$ cat config.mk
export PLATFORM = sky130hd
export DESIGN_NAME = uart_wake_rx
export DESIGN_NICKNAME = d
export VERILOG_FILES = /design/src/rtl/uart_wake_pkg.sv /design/src/rtl/wk_sync.sv /design/src/rtl/wk_vote3.sv /design/src/rtl/wk_wake.sv /design/src/rtl/wk_rx_fsm.sv /design/src/rtl/uart_wake_rx.sv
export SDC_FILE = /design/constraint.sdc
export NUM_CORES = 1
export LEC_CHECK = 0
export BUFFER_PORTS_ARGS = -buffer_cell sky130_fd_sc_hd__buf_4
export CORE_ASPECT_RATIO = 1.5
export CORE_MARGIN = 3
export CORE_UTILIZATION = 50
export CTS_CLUSTER_SIZE = 24
export DETAILED_ROUTE_END_ITERATION = 8
export PLACE_DENSITY = 0.81
export SLEW_MARGIN = 10
export SYNTH_ARGS = -nofsm -noshare
export SYNTH_HDL_FRONTEND = slang
export SYNTH_SLANG_ARGS = --single-unit
$ cat constraint.sdc
create_clock -name clk -period 2.1 [get_ports clk]
set_input_delay 0.42 -clock clk [delete_from_list [all_inputs] [get_ports clk]]
set_output_delay 0.42 -clock clk [all_outputs]
set_load 0.05 [all_outputs]
$ cat src/rtl/uart_wake_pkg.sv
package uart_wake_pkg;
  typedef enum logic [2:0] {
    ST_IDLE,
    ST_START,
    ST_DATA,
    ST_STOP,
    ST_HOLD
  } rx_state_e;
endpackage

$ cat src/rtl/wk_sync.sv
module wk_sync #(
  parameter int   STAGES  = 2,
  parameter logic RST_VAL = 1'b1
) (
  input  logic clk,
  input  logic rst_n,
  input  logic d,
  output logic q
);
  logic [STAGES-1:0] chain_q;
  logic [STAGES-1:0] chain_d;

  always_comb chain_d = {chain_q[STAGES-2:0], d};

  always_ff @(posedge clk or negedge rst_n) begin
    if (!rst_n) chain_q <= {STAGES{RST_VAL}};
    else        chain_q <= chain_d;
  end

  assign q = chain_q[STAGES-1];
endmodule

$ cat src/rtl/wk_vote3.sv
module wk_vote3 #(
  parameter int PH_W = 4,
  parameter int MID  = 8
) (
  input  logic            clk,
  input  logic            rst_n,
  input  logic            tick,
  input  logic [PH_W-1:0] idx,
  input  logic            din,
  output logic            vote_low
);
  localparam logic [PH_W-1:0] S_LO  = PH_W'(MID - 1);
  localparam logic [PH_W-1:0] S_MID = PH_W'(MID);
  localparam logic [PH_W-1:0] S_HI  = PH_W'(MID + 1);

  logic [1:0] cnt_q, cnt_d;
  logic       in_window;

  always_comb begin
    in_window = (idx == S_LO) || (idx == S_MID) || (idx == S_HI);
    cnt_d     = cnt_q;
    if (tick) begin
      if (idx == '0)                cnt_d = 2'd0;
      else if (in_window && !din)   cnt_d = cnt_q + 2'd1;
    end
  end

  always_ff @(posedge clk or negedge rst_n) begin
    if (!rst_n) cnt_q <= 2'd0;
    else        cnt_q <= cnt_d;
  end

  assign vote_low = (cnt_q >= 2'd2);
endmodule

$ cat src/rtl/wk_wake.sv
module wk_wake (
  input  logic clk,
  input  logic rst_n,
  input  logic enable,
  input  logic set,
  output logic flag
);
  logic flag_q, flag_d;

  always_comb flag_d = enable & (flag_q | set);

  always_ff @(posedge clk or negedge rst_n) begin
    if (!rst_n) flag_q <= 1'b0;
    else        flag_q <= flag_d;
  end

  assign flag = flag_q;
endmodule

$ cat src/rtl/wk_rx_fsm.sv
module wk_rx_fsm
  import uart_wake_pkg::*;
#(
  parameter int OSR       = 16,
  parameter int DATA_BITS = 8,
  parameter int GLEN_W    = 4,
  localparam int PH_W     = $clog2(OSR),
  localparam int BC_W     = $clog2(DATA_BITS)
) (
  input  logic                 clk,
  input  logic                 rst_n,
  input  logic                 tick,
  input  logic                 rx,
  input  logic [GLEN_W-1:0]    glen,
  input  logic                 vote_low,
  output logic [PH_W-1:0]      idx,
  output logic                 wake_set,
  output logic                 done,
  output logic [DATA_BITS-1:0] data
);
  localparam int CW = (PH_W > GLEN_W) ? PH_W : GLEN_W;
  localparam logic [PH_W-1:0] LAST     = PH_W'(OSR - 1);
  localparam logic [PH_W-1:0] STOP_IDX = PH_W'(OSR / 2 + 2);
  localparam logic [BC_W-1:0] LAST_BIT = BC_W'(DATA_BITS - 1);

  rx_state_e             state_q, state_d;
  logic [PH_W-1:0]       phase_q, phase_d;
  logic                  dg_q, dg_d;
  logic [BC_W-1:0]       bit_q, bit_d;
  logic [DATA_BITS-1:0]  sh_q, sh_d;
  logic [DATA_BITS-1:0]  data_q, data_d;
  logic                  done_q, done_d;
  logic [GLEN_W-1:0]     glen_eff;
  logic [CW-1:0]         idx_w, len_w;
  logic                  abort_dg, pass_dg;

  always_comb begin
    glen_eff = (glen == '0) ? GLEN_W'(1) : glen;
    idx      = (state_q == ST_IDLE) ? '0 : phase_q + 1'b1;
    idx_w    = CW'(idx);
    len_w    = CW'(glen_eff);
    abort_dg = !dg_q && rx;
    pass_dg  = !dg_q && !rx && (idx_w == len_w);
  end

  always_comb begin
    state_d  = state_q;
    phase_d  = phase_q;
    dg_d     = dg_q;
    bit_d    = bit_q;
    sh_d     = sh_q;
    data_d   = data_q;
    done_d   = 1'b0;
    wake_set = 1'b0;
    if (tick) begin
      unique case (state_q)
        ST_IDLE: begin
          if (!rx) begin
            state_d = ST_START;
            phase_d = '0;
            dg_d    = 1'b0;
          end
        end
        ST_START: begin
          phase_d = idx;
          if (abort_dg) begin
            state_d = ST_IDLE;
          end else begin
            if (pass_dg) begin
              dg_d     = 1'b1;
              wake_set = 1'b1;
            end
            if (idx == LAST) begin
              bit_d   = '0;
              state_d = ((dg_q || pass_dg) && vote_low) ? ST_DATA : ST_HOLD;
            end
          end
        end
        ST_DATA: begin
          phase_d = idx;
          if (idx == LAST) begin
            sh_d  = {!vote_low, sh_q[DATA_BITS-1:1]};
            bit_d = bit_q + 1'b1;
            if (bit_q == LAST_BIT) state_d = ST_STOP;
          end
        end
        ST_STOP: begin
          phase_d = idx;
          if (idx == STOP_IDX) begin
            data_d  = sh_q;
            done_d  = 1'b1;
            state_d = vote_low ? ST_HOLD : ST_IDLE;
          end
        end
        ST_HOLD: begin
          if (rx) state_d = ST_IDLE;
        end
        default: state_d = ST_IDLE;
      endcase
    end
  end

  always_ff @(posedge clk or negedge rst_n) begin
    if (!rst_n) begin
      state_q <= ST_IDLE;
      phase_q <= '0;
      dg_q    <= 1'b0;
      bit_q   <= '0;
      sh_q    <= '0;
      data_q  <= '0;
      done_q  <= 1'b0;
    end else begin
      state_q <= state_d;
      phase_q <= phase_d;
      dg_q    <= dg_d;
      bit_q   <= bit_d;
      sh_q    <= sh_d;
      data_q  <= data_d;
      done_q  <= done_d;
    end
  end

  assign done = done_q;
  assign data = data_q;
endmodule

$ cat src/rtl/uart_wake_rx.sv
module uart_wake_rx #(
  parameter int OSR         = 16,
  parameter int DATA_BITS   = 8,
  parameter int GLEN_W      = 4,
  parameter int SYNC_STAGES = 2
) (
  input  logic                 clk,
  input  logic                 rst_n,
  input  logic                 rx_in,
  input  logic                 os_tick,
  input  logic [GLEN_W-1:0]    glitch_len,
  input  logic                 start_ie,
  output logic                 wake_flag,
  output logic                 rx_done,
  output logic [DATA_BITS-1:0] rx_data
);
  localparam int PH_W = $clog2(OSR);

  logic            rx_s;
  logic [PH_W-1:0] tick_idx;
  logic            vote_low;
  logic            wake_set;

  wk_sync #(.STAGES(SYNC_STAGES), .RST_VAL(1'b1)) u_sync (
    .clk(clk), .rst_n(rst_n), .d(rx_in), .q(rx_s)
  );

  wk_vote3 #(.PH_W(PH_W), .MID(OSR / 2)) u_vote (
    .clk(clk), .rst_n(rst_n), .tick(os_tick), .idx(tick_idx),
    .din(rx_s), .vote_low(vote_low)
  );

  wk_rx_fsm #(.OSR(OSR), .DATA_BITS(DATA_BITS), .GLEN_W(GLEN_W)) u_fsm (
    .clk(clk), .rst_n(rst_n), .tick(os_tick), .rx(rx_s), .glen(glitch_len),
    .vote_low(vote_low), .idx(tick_idx), .wake_set(wake_set),
    .done(rx_done), .data(rx_data)
  );

  wk_wake u_wake (
    .clk(clk), .rst_n(rst_n), .enable(start_ie), .set(wake_set), .flag(wake_flag)
  );
endmodule

Yosys cells after proc, flatten, opt, wreduce, memory -nomap -nowiden --
Index checks and enable logic that the tools add are counted.
Operators by class: $lt $le $gt $ge 1, shift-type cells 0, mux-type cells 31, divide/modulo/power cells 0, equality and inequality tests 20, reductions and logical operators 26, multiply operators 0, add/sub/neg operators 3, bitwise logic cells 2
Operators with widths (number):
- $mux W3 | 12
- $eq A4 B4 Y1 const B | 4
- $pmux W3 S5 | 1
- $mux W4 | 3
- $mux W1 | 10
- $ne A2 B1 Y1 const B | 5
- $reduce_and A5 Y1 | 2
- $reduce_and A3 Y1 | 3
- $logic_not A4 Y1 | 2
- $pmux W4 S2 | 1
- $reduce_bool A2 Y1 | 4
- $reduce_and A7 Y1 | 1
- $eq A3 B2 Y1 const B | 2
- $eq A3 B3 Y1 const B | 2
- $ne A2 B2 Y1 const B | 3
- $pmux W3 S2 | 1
- $logic_and A1 B1 Y1 | 5
- $add A4 B1 Y4 const B | 1
- $eq A4 B3 Y1 const B | 1
- $eq A4 B4 Y1 | 1
- $mux W2 | 2
- $add A3 B1 Y3 const B | 1
- $eq A3 B1 Y1 const B | 1
- $logic_not A1 Y1 | 3
- 10 further kinds | 12
Storage, ports and cells: word-level logic and storage cells 93, memory bits (writable) 0, memories kept 0, register bits 33, input port bits 9, output and inout port bits 10, bits in latches 0, memory bits (read-only) 0

Logic depth before layout (Yosys ltp) --
Gate-level depths: netlist of run 1.
depth in word-level cells 10, depth in mapped cells 8, gate-level depth less buffers 7

By module --
A second synthesis of run 1 with hierarchy kept.
Unflattened totals: cells, all modules 173, area, all modules 1989.4 µm²
By module, submodules not included:
- wk_rx_fsm | cells each 154, area each 1746.7 µm², instances 1, seq. area each 700.7 µm²
- wk_vote3 | cells each 15, area each 157.7 µm², instances 1, seq. area each 50.0 µm²
- wk_sync | cells each 2, area each 52.6 µm², instances 1, seq. area each 52.6 µm²
- wk_wake | cells each 2, area each 32.5 µm², instances 1, seq. area each 25.0 µm²

Least setup slack after synthesis of run 1 --
No wires, ideal clock.
path kind register to register, start point reg u_fsm.phase_q[1], end point reg u_fsm.state_q[0], library setup time 128 ps, period minus slack after synthesis 2032 ps, data required time 1972 ps, slack 68 ps, buffers on the path 0, arrival time 1905 ps, cell stages (with the launch flop) 7, cell sequence dfrtp_1 ha_1 xor2_2 and4b_4 a311oi_4 nor3_4 mux2_1
Between the ends: longest elaborated chain between the ends 5, elaborated cells on any way between the ends 8, classes of those cells 1 x add/sub; 5 x eq/ne; 1 x mux; 1 x reduce/logical
Ends and longest elaborated chain:
- from (decl) | line wk_rx_fsm.sv:27 | logic [PH_W-1:0] phase_q, phase_d;
- from (signal assigned) | line wk_rx_fsm.sv:114 | phase_q <= phase_d;
- $add A4 B1 Y4 * | line wk_rx_fsm.sv:39 | idx = (state_q == ST_IDLE) ? '0 : phase_q + 1'b1;
- $mux W4 * | line wk_rx_fsm.sv:39
- $eq A4 B4 Y1, on equally long branches | line wk_rx_fsm.sv:73, wk_rx_fsm.sv:81, wk_rx_fsm.sv:89
- $ne A3 B1 Y1 (no line) / $ne A2 B1 Y1 (equally long branches)
- $reduce_and A7 Y1 (no line) *
- to (signal assigned) | line wk_rx_fsm.sv:113 | state_q <= state_d;
- to (decl) | line wk_rx_fsm.sv:26 | rx_state_e state_q, state_d;
Every way passes the cells marked *; elsewhere a longest branch is shown, timed or not. A chain may end at the register's enable or synchronous reset.

Worst setup path after layout of run 1 --
start point reg u_fsm.phase_q[0], end point reg u_fsm.state_q[0]
Same word-level chain as after synthesis.

==> impl_metrics.py, run 1 <==
metrics = {
    "outcome": {
        "status": "completed",
    },
    "drt": {
        "routedWlPerCell_um": 14.84,
        "drt_iter0_drc": 32,
        "via_per_inst": 5.851,
        "via_count": 1334,
        "ant_nets": 0,
        "dr.pass1.iters": 4,
        "drc": 0,
        "drt_wl_total_um": 3384,
    },
    "synthesis": {
        "synth_area_um2": 1762,
        "synth_xor_xnor_area_share": 0.02912,
        "yosysWarningCount": 0,
        "syn_area_per_cell_um2": 10.94,
        "synth-edff-count": 0,
        "seq_area_frac_synth": 0.4702,
        "synth_nets": 174,
        "synthAdderAreaFrac": 0.02841,
        "synth_compound_area_frac": 0.1200,
        "syn_inst": 161,
        "synthMuxAreaShare": 0.1321,
        "synthSimpleGateAreaFrac": 0.1768,
        "synthFlopType": "dfrtp_1",
        "synth_seq_cells": 33,
        "yosys.cell_types.count": 43,
        "synth_top_family_by_area": "simple AND/OR/NAND/NOR gates",
        "async_flop_share": 1.000,
    },
    "critical_path": {
        "cp_top_family": "simple AND/OR/NAND/NOR gates",
        "cp-end-kind": "flop",
        "required_ns": 2.28,
        "worstSetupPathType": "flop to flop",
        "worstPathCellList": "ha_1 -> xor2_2 -> and4b_4 -> a311oi_4 -> nor3_4 -> mux2_1",
        "crit_slowest_cell": "dfrtp_1",
        "path_buf_inv": 0,
        "setup.worst_path.start_class": "flop",
        "cp.arrival_ns": 2.15,
        "critPathMaxStageDelay_ns": 0.38,
        "crit_fanout": 4,
    },
    "global_routing": {
        "top_usage_layer": "met2",
        "grt_use_met1": 0.2204,
        "gr-usage-met3": 0.05441,
        "grt_pass1_wl_um": 5982,
        "use_met2": 0.3129,
        "grt_pass1_vias": 1362,
        "grt_overflow_total": 0,
        "grt_max_degree": 34,
        "antenna_found_initial": 0,
        "grt_usage": 0.1918,
    },
    "timing": {
        "tightest_slew_ns": 0.6514,
        "finalSetupTns_ns": 0,
        "max_freq_mhz": 507.0,
        "slew_violations": 0,
        "finalSetupViolations": 0,
        "postLayoutSetupSlackWorst_ns": 0.1275,
        "rsz0062_at_grt": "false",
        "period_minus_slack_ns": 1.972,
        "relSlewSlack": 0.5596,
        "finalClockSkew_ns": 0.006325,
        "final_hold_viol_count": 0,
        "fin_crit_sh": 0.9393,
    },
    "pwr": {
        "power_density_nw_per_um2": 1155,
        "intPower_w": 0.001457,
        "sw_frac_of_total": 0.3869,
        "vdd_drop_max_v": 0.0006680,
        "power_switching_w": 0.0009196,
        "power_w": 0.002377,
        "p_leak_nw": 1.000,
        "pwr-share-seq": 0.346,
        "p_comb_frac": 0.460,
        "clkPwrFrac": 0.195,
    },
    "clock_tree": {
        "clockBufferDepth": 2,
        "worstSkewPairLatency_ns": 0.29,
        "clk_pin_slew_ns": 0.07,
        "cts_hold_buf": 0,
        "cts_root_buf": "clkbuf_8",
        "htreeDepth": 2,
        "cts_tree": "yes",
        "numCtsBuffers": 5,
        "numClockSinks": 33,
        "post_cts_buffers": 0,
        "cts_resized": 0,
    },
    "die": {
        "num_rows": 25,
        "core_um2": 3253,
        "die-area_um2": 4286,
        "pin_count": 19,
        "fp.dieH_um": 78.70,
        "die_w_um": 54.47,
        "initial_core_util": 0.5415,
    },
    "layout": {
        "final_cells": 228,
        "fill_cells": 275,
        "diodes": 0,
        "layout-drive-gt1-share": 0.3404,
        "nNetsFinal": 200,
        "design_area_um2": 2058,
        "syn_to_final_growth_pct": 16.83,
    },
    "placed_design": {
        "gp_congestion": 0.8615,
        "post-place-ws_ns": 0.06666,
        "dp_hpwl_um": 2529,
        "place_inst": 220,
        "port_buffers": 18,
        "placed_area_um2": 1972,
    },
    "job": {
        "cap_violations": 0,
    },
    "worst_hold_path": {
        "hp-class": "primary input to asynchronous set/reset pin",
    },
}
[cell families (layout without fill, tap and decap cells)]
family,count (synthesis),after routing
mux,21,21
compound gates,29,29
xor+xnor,5,5
fa+ha+maj,4,4
buf+inv,16,43
simple gates,53,53
flops,33,33
[layer usage]
layer / wire (um) / vias up
met1: 1346 / 666
met3: 156 / 11
met5: 0 / -
li1: - / 628
met2: 1777 / 29
met4: 104 / 0
[state kept, by name (all words and copies together) (netlist names)]
signal,flops
u_fsm.sh_q,8
u_fsm.bit_q,3
u_fsm.data,8
u_vote.cnt_q,2
u_wake.flag,1
u_fsm.phase_q,4
u_fsm.done,1
u_sync.chain_q,2
u_fsm.state_q,3
u_fsm.dg_q,1
[path summary, 6_finish.rpt]
check                                                to                         start  slack, ns  cells past startpoint
setup / recovery           u_fsm.state_q[0]$_DFFE_PN0P_  u_fsm.phase_q[0]$_DFFE_PN0P_       0.13                      6
min in group clk            u_sync.chain_q[0]$_DFF_PN1_                         rx_in       0.24                      1
hold / removal                u_fsm.sh_q[0]$_DFFE_PN0P_                         rst_n       0.06                      1
max in group asynchronous   u_sync.chain_q[0]$_DFF_PN1_                         rst_n       1.72                      1
hold reg to reg             u_sync.chain_q[1]$_DFF_PN1_   u_sync.chain_q[0]$_DFF_PN1_       0.35                      0
setup reg to reg           u_fsm.state_q[0]$_DFFE_PN0P_  u_fsm.phase_q[0]$_DFFE_PN0P_       0.13                      6
[through the flow]
stage,hold slack (ns),util
2_1_floorplan,0.1244,-
3_3_place_gp,0.3460,0.6062
3_5_place_dp,0.3499,0.6062
4_1_cts,0.06533,0.6327
5_1_grt,0.07608,0.6327
6_report,0.05711,0.6327
[cell usage after synthesis, types with 2 or more instances]
cell type  instances  share of area
dfrtp_1           31           0.44
mux2_2            17           0.11
nand2_1           11          0.023
inv_1              7          0.015
o21ai_0            7          0.020
nand2b_1           6          0.021
nor2_1             6          0.013
nor3_1             6          0.017
a21oi_1            5          0.014
nand3_1            5          0.014
a31oi_1            4          0.014
buf_2              4          0.011
ha_1               4          0.028
nand4_1            4          0.014
a21o_1             3          0.013
a22o_1             3          0.015
clkbuf_1           3         0.0064
mux2i_1            3          0.017
nor2b_1            3          0.011
and3_1             2         0.0071
dfstp_2            2          0.030
nor4b_1            2         0.0099
xnor2_1            2         0.0099
xor2_1             2         0.0099
[placed cells by master, fill, tap and decap left out, types with 4 or more instances in the layout]
cell and n:
nor3_1 6, dfrtp_1 31, a31oi_1 4, nand3_1 5, o21ai_0 7, nor2_1 6, a21oi_1 5, nand2_1 11
nand4_1 4, ha_1 4, inv_1 7, buf_4 28, clkbuf_8 5, nand2b_1 6, mux2_2 17
[worst reg2reg max path, stage by stage (launching register included)]
cell and delay (ns):
dfrtp_1 0.38, ha_1 0.27, xor2_2 0.20, and4b_4 0.31, a311oi_4 0.11, nor3_4 0.24, mux2_1 0.35
[layout make-up]
cell class / instances / area (um^2) / share of cell area
Clock buffer: 5 / 68.82 / 0.03343
Clock inverter: 3 / 17.52 / 0.008511
Inverter: 7 / 26.28 / 0.01277
Multi-Input combinational cell: 112 / 857.1 / 0.4164
Sequential cell: 33 / 828.3 / 0.4024
Tap cell: 40 / 50.05 / 0.02432
Timing Repair Buffer: 28 / 210.2 / 0.1021
[power groups by stage]
stage,registers [W],logic [W],clock network [W]
2_1_floorplan,0.000782,0.000829,0
3_3_place_gp,0.000828,0.00103,0
3_5_place_dp,0.000834,0.00108,0
4_1_cts,0.000822,0.00109,0.000478
5_1_grt,0.000841,0.00120,0.000506
6_report,0.000822,0.00109,0.000463
Note: power is estimated with default switching activity, not from simulation.
==> inputs of run 2 (changes only) <==
Settings changed: CTS_CLUSTER_SIZE 24 to default, REMOVE_ABC_BUFFERS from default to 1.
==> run 2 against run 1 <==
- non-clock buffer count stayed put
- total power up 0.36%
- cell area fell by 0.18%
- setup slack improved by 0.019 ns
- via count grew 0.60%
- critical path depth stayed put
- largest cell class unchanged
==> impl_metrics.py, run 2 (same netlist as run 1, synthesis figures left out) <==
metrics = {
    "layout": {
        "final_cells": 228,
        "final_common_cell": "dfrtp_1",
        "fill_cells": 266,
        "final-seq-area_um2": 828.3,
        "multi_input_area_um2": 857.1,
        "syn_to_final_growth_pct": 16.62,
        "nNetsFinal": 200,
        "diodes": 0,
        "layout-drive-gt1-share": 0.3351,
        "final_cell_mix": "31 x dfrtp_1, 28 x buf_4, 17 x mux2_2",
    },
    "critical_path": {
        "cp_top_family": "simple AND/OR/NAND/NOR gates",
        "cp-end-kind": "flop",
        "critPathMaxStageDelay_ns": 0.38,
        "worstPathCellList": "ha_1 -> xor2_2 -> and4b_4 -> a311oi_4 -> nor3_4 -> mux2_1",
        "crit_slowest_cell": "dfrtp_1",
        "cp.arrival_ns": 2.12,
        "setup.worst_path.start_class": "flop",
        "path_buf_inv": 0,
        "required_ns": 2.27,
        "worstSetupPathType": "flop to flop",
        "crit_fanout": 4,
    },
    "clock_tree": {
        "clockBufferDepth": 2,
        "htreeDepth": 2,
        "cts_tree": "yes",
        "numClockSinks": 33,
        "cts_root_buf": "clkbuf_8",
        "worstSkewPairLatency_ns": 0.28,
        "post_cts_buffers": 0,
        "clk_pin_slew_ns": 0.07,
        "numCtsBuffers": 5,
        "cts_hold_buf": 0,
    },
    "timing": {
        "slew_violations": 0,
        "relSlewSlack": 0.5521,
        "tightest_slew_ns": 0.6624,
        "max_freq_mhz": 511.9,
        "finalSetupTns_ns": 0,
        "finalClockSkew_ns": 0.01065,
        "period_minus_slack_ns": 1.954,
        "final_hold_viol_count": 0,
        "rsz0062_at_grt": "false",
        "fin_hold_ws_ns": 0.05584,
        "finalSetupViolations": 0,
        "fin_crit_sh": 0.9303,
    },
    "global_routing": {
        "grt_pass1_wl_um": 6306,
        "antenna_found_initial": 0,
        "grt_overflow_total": 0,
        "grt_pass1_vias": 1433,
        "grt_usage": 0.2058,
        "grt_max_degree": 34,
    },
    "die": {
        "initial_core_util": 0.5415,
        "core_um2": 3253,
        "die_w_um": 54.47,
        "pin_count": 19,
        "fp.dieH_um": 78.70,
        "die-area_um2": 4286,
        "num_rows": 25,
    },
    "pwr": {
        "p_leak_nw": 1.001,
        "vdd_drop_max_v": 0.0006483,
        "power_density_nw_per_um2": 1161,
    },
    "job": {
        "cap_violations": 0,
    },
    "placed_design": {
        "port_buffers": 18,
        "place_inst": 220,
        "gp_congestion": 0.8793,
        "dp_hpwl_um": 2730,
    },
    "drt": {
        "dr.pass1.iters": 5,
        "ant_nets": 0,
        "via_per_inst": 5.886,
        "drt_iter0_drc": 43,
        "drt_wl_total_um": 3714,
        "routedWlPerCell_um": 16.29,
        "via_count": 1342,
        "drc": 0,
    },
    "worst_hold_path": {
        "hp-class": "primary input to asynchronous set/reset pin",
    },
    "outcome": {
        "status": "completed",
    },
}
run 2: cell types whose count changed in the layout (fill, tap and decap cells not counted):
| cell | delta |
|---|---|
| o21ai_0 | -1 |
| o21ai_1 | +1 |
| clkinvlp_4 | -1 |
| clkbuf_1 | +1 |
run 2: worst register-to-register path, stage by stage, from the launching register on:
cell and delay, ns:
dfrtp_1 0.38, ha_1 0.27, xor2_2 0.20, and4b_4 0.30, a311oi_4 0.11, nor3_4 0.23
mux2_1 0.35
run 2: timing repair:
action / 4_1_cts / 5_1_grt
resized for setup: 0 / 1
endpoints found under the hold margin: 0 / 0
endpoints found under the setup margin: 0 / 3
run 2: power by group:
part           total [W]  internal, W  switching (W)
clock           0.000448     0.000229       0.000219
combinational    0.00112     0.000506       0.000614
sequential      0.000818     0.000726      0.0000913
total            0.00239      0.00146       0.000924
run 2: final cells by class:
cell class | instances | share of cell area
clock inverter | 2 | 0.004872
multi-input combinational | 112 | 0.4172
sequential | 33 | 0.4032
timing repair buffer | 28 | 0.1023
tap | 40 | 0.02436
inverter | 7 | 0.01279
clock buffer | 6 | 0.03532
run 2: per-layer routing:
layer,up-vias,part of all wire,global-route usage
met5,-,0,0
li1,630,-,-
met4,0,0.022,0.1047
met3,9,0.035,0.04878
met1,664,0.40,0.2203
met2,39,0.55,0.3573
run 2: path summary, 6_finish.rpt:
kind | from | end | slack [ns] | depth (start not counted)
max | u_fsm.phase_q[0]$_DFFE_PN0P_ | u_fsm.state_q[0]$_DFFE_PN0P_ | 0.15 | 6
min | rst_n | u_fsm.sh_q[5]$_DFFE_PN0P_ | 0.06 | 1
max reg2reg | u_fsm.phase_q[0]$_DFFE_PN0P_ | u_fsm.state_q[0]$_DFFE_PN0P_ | 0.15 | 6
min reg2reg | u_sync.chain_q[0]$_DFF_PN1_ | u_sync.chain_q[1]$_DFF_PN1_ | 0.36 | 0
max in group asynchronous | rst_n | u_sync.chain_q[0]$_DFF_PN1_ | 1.70 | 1
min in group clk | rx_in | u_sync.chain_q[0]$_DFF_PN1_ | 0.24 | 1
run 2: through the flow:
stage / worst slack [ns] / utilization / total power, W / area [um^2]
CTS: 0.07670 / 0.6315 / 0.002392 / 2054
floorplan: 0.002055 / - / 0.001560 / 1712
global placement: 0.1358 / 0.6062 / 0.001861 / 1972
finish: 0.1463 / 0.6315 / 0.002386 / 2054
global route: 0.03574 / 0.6315 / 0.002549 / 2054
detailed placement: 0.08150 / 0.6062 / 0.001932 / 1972
==> inputs of run 3 (changes only) <==
Settings changed: MAX_ROUTING_LAYER from default to met4.
==> run 3 against run 2 <==
- critical endpoint is now u_fsm.sh_q[3]$_DFFE_PN0P_
- sequential power is essentially flat
- wire length grew 0.38%
- sequential cell count is the same
- critical path depth shrank 1
- worst hold slack lost 0.0022 ns
==> impl_metrics.py, run 3 (same netlist as run 1, synthesis figures left out) <==
metrics = {
    "outcome": {
        "status": "completed",
    },
    "clock_tree": {
        "worstSkewPairLatency_ns": 0.29,
        "cts_tree": "yes",
        "cts_root_buf": "clkbuf_8",
        "htreeDepth": 2,
        "clk_pin_slew_ns": 0.07,
        "clockBufferDepth": 2,
        "numCtsBuffers": 5,
        "numClockSinks": 33,
    },
    "die": {
        "num_rows": 25,
        "fp.dieH_um": 78.70,
        "die-area_um2": 4286,
        "initial_core_util": 0.5415,
        "pin_count": 19,
        "core_um2": 3253,
        "die_w_um": 54.47,
    },
    "timing": {
        "period_minus_slack_ns": 1.954,
        "final_hold_viol_count": 0,
        "rsz0062_at_grt": "false",
        "finalSetupViolations": 0,
        "finalClockSkew_ns": 0.01063,
        "max_freq_mhz": 511.8,
        "slew_violations": 0,
        "postLayoutSetupSlackWorst_ns": 0.1462,
        "fin_crit_sh": 0.9304,
        "finalSetupTns_ns": 0,
        "tightest_slew_ns": 0.6624,
        "relSlewSlack": 0.5522,
    },
    "pwr": {
        "p_leak_nw": 1.001,
        "vdd_drop_max_v": 0.0006492,
        "power_density_nw_per_um2": 1163,
        "power_switching_w": 0.0009271,
        "clkPwrFrac": 0.189,
        "sw_frac_of_total": 0.3882,
        "p_comb_frac": 0.469,
        "pwr-share-seq": 0.342,
        "intPower_w": 0.001461,
    },
    "global_routing": {
        "grt_max_degree": 34,
        "grt_pass1_vias": 1429,
        "grt_usage": 0.2115,
        "grt_overflow_total": 0,
        "grt_pass1_wl_um": 6320,
        "antenna_found_initial": 0,
    },
    "drt": {
        "via_count": 1339,
        "wl_met3_um": 125,
        "ant_nets": 0,
        "routed.top_layer": "met4",
        "drt_wl_total_um": 3728,
        "via_per_inst": 5.873,
        "drc": 0,
        "dr_wl_met2_um": 2016,
        "routedWlPerCell_um": 16.35,
        "dr.pass1.iters": 4,
        "drt-met1-wl_um": 1491,
        "drt_iter0_drc": 26,
    },
    "layout": {
        "fill_cells": 266,
        "nNetsFinal": 200,
        "syn_to_final_growth_pct": 16.62,
        "final_cell_mix": "31 x dfrtp_1, 28 x buf_4, 17 x mux2_2",
        "diodes": 0,
        "final_common_cell": "dfrtp_1",
        "layout-drive-gt1-share": 0.3351,
    },
    "critical_path": {
        "required_ns": 2.26,
        "r2r_slack_ns": 0.15,
        "r2r-start": "u_fsm.phase_q[0]$_DFFE_PN0P_",
        "reg2reg_to": "u_fsm.sh_q[3]$_DFFE_PN0P_",
        "cp.arrival_ns": 2.12,
        "cp-end-kind": "flop",
        "worstPathCellList": "ha_1 -> xor2_2 -> and4b_4 -> nand4_2 -> mux2_2",
        "critPathMaxStageDelay_ns": 0.38,
        "crit_slowest_cell": "dfrtp_1",
        "rr_worst_depth": 5,
        "crit_fanout": 9,
        "setup.worst_path.start_class": "flop",
        "worstSetupPathType": "flop to flop",
    },
    "placed_design": {
        "port_buffers": 18,
        "dp_hpwl_um": 2730,
        "post-place-ws_ns": 0.08150,
        "gp_congestion": 0.8939,
    },
    "job": {
        "cap_violations": 0,
    },
    "worst_hold_path": {
        "hp-class": "primary input to asynchronous set/reset pin",
    },
}
[run 3: cell counts in the layout (fill, tap and decap cells not counted)]
No cell type changed its count.
[run 3: stage by stage]
step	util	hold WS [ns]	area, um^2	total power (W)	cells
floorplan	-	0.1244	1712	0.001560	152
global placement	0.6062	0.3466	1972	0.001861	220
detailed placement	0.6062	0.3496	1972	0.001932	220
CTS	0.6315	0.06438	2054	0.002392	228
global route	0.6315	0.08079	2054	0.002549	228
finish	0.6315	0.05366	2054	0.002388	228
[run 3: worst max-delay path: cells and delay by family, from the launching register on]
| family | cells | cell delay, ns |
|---|---|---|
| DFF | 1 | 0.38 |
| adders and majority gates | 1 | 0.27 |
| and+or+nand+nor | 2 | 0.60 |
| muxes | 1 | 0.38 |
| xor gates and xnor gates | 1 | 0.20 |
[run 3: metal layers]
layer,track usage,vias up
met5,-,-
met4,0.1047,0
met3,0.04878,9
met2,0.3573,35
met1,0.2215,664
li1,-,631
[run 3: worst max path at each step]
stage	from	endpoint	slack, ns	cells after the start
final	u_fsm.phase_q[0]$_DFFE_PN0P_	u_fsm.sh_q[3]$_DFFE_PN0P_	0.15	5
after global routing	u_fsm.state_q[0]$_DFFE_PN0P_	u_fsm.state_q[1]$_DFFE_PN0P_	0.03	5
after CTS	u_fsm.phase_q[0]$_DFFE_PN0P_	u_fsm.state_q[0]$_DFFE_PN0P_	0.08	6
after detailed placement	u_fsm.phase_q[0]$_DFFE_PN0P_	u_fsm.state_q[0]$_DFFE_PN0P_	0.08	6
after global placement	u_fsm.phase_q[0]$_DFFE_PN0P_	u_fsm.state_q[0]$_DFFE_PN0P_	0.14	6
after floorplan	u_fsm.phase_q[0]$_DFFE_PN0P_	u_fsm.state_q[0]$_DFFE_PN0P_	0.002	6
[run 3: what timing repair did]
action / CTS / global route
gates resized for setup: 0 / 1
setup endpoints to repair: 0 / 3
hold buffers: 0 / 0
setup buffers: 0 / 0
[run 3: final cells by class]
cell class,count,area [um^2],share of cell area
well taps,40,50.05,0.02436
clock inverters,2,10.01,0.004872
inverters,7,26.28,0.01279
repair buffers,28,210.2,0.1023
flip-flops and latches,33,828.3,0.4032
multi-input cells,112,857.1,0.4172
clock buffers,6,72.57,0.03532
[run 3: power groups by stage]
| stage | Combinational, W | Clock, W | Sequential, W |
|---|---|---|---|
| 2_1_floorplan | 0.000700 | 0 | 0.000859 |
| 3_3_place_gp | 0.00104 | 0 | 0.000817 |
| 3_5_place_dp | 0.00110 | 0 | 0.000828 |
| 4_1_cts | 0.00111 | 0.000465 | 0.000816 |
| 5_1_grt | 0.00123 | 0.000492 | 0.000826 |
| 6_report | 0.00112 | 0.000451 | 0.000817 |
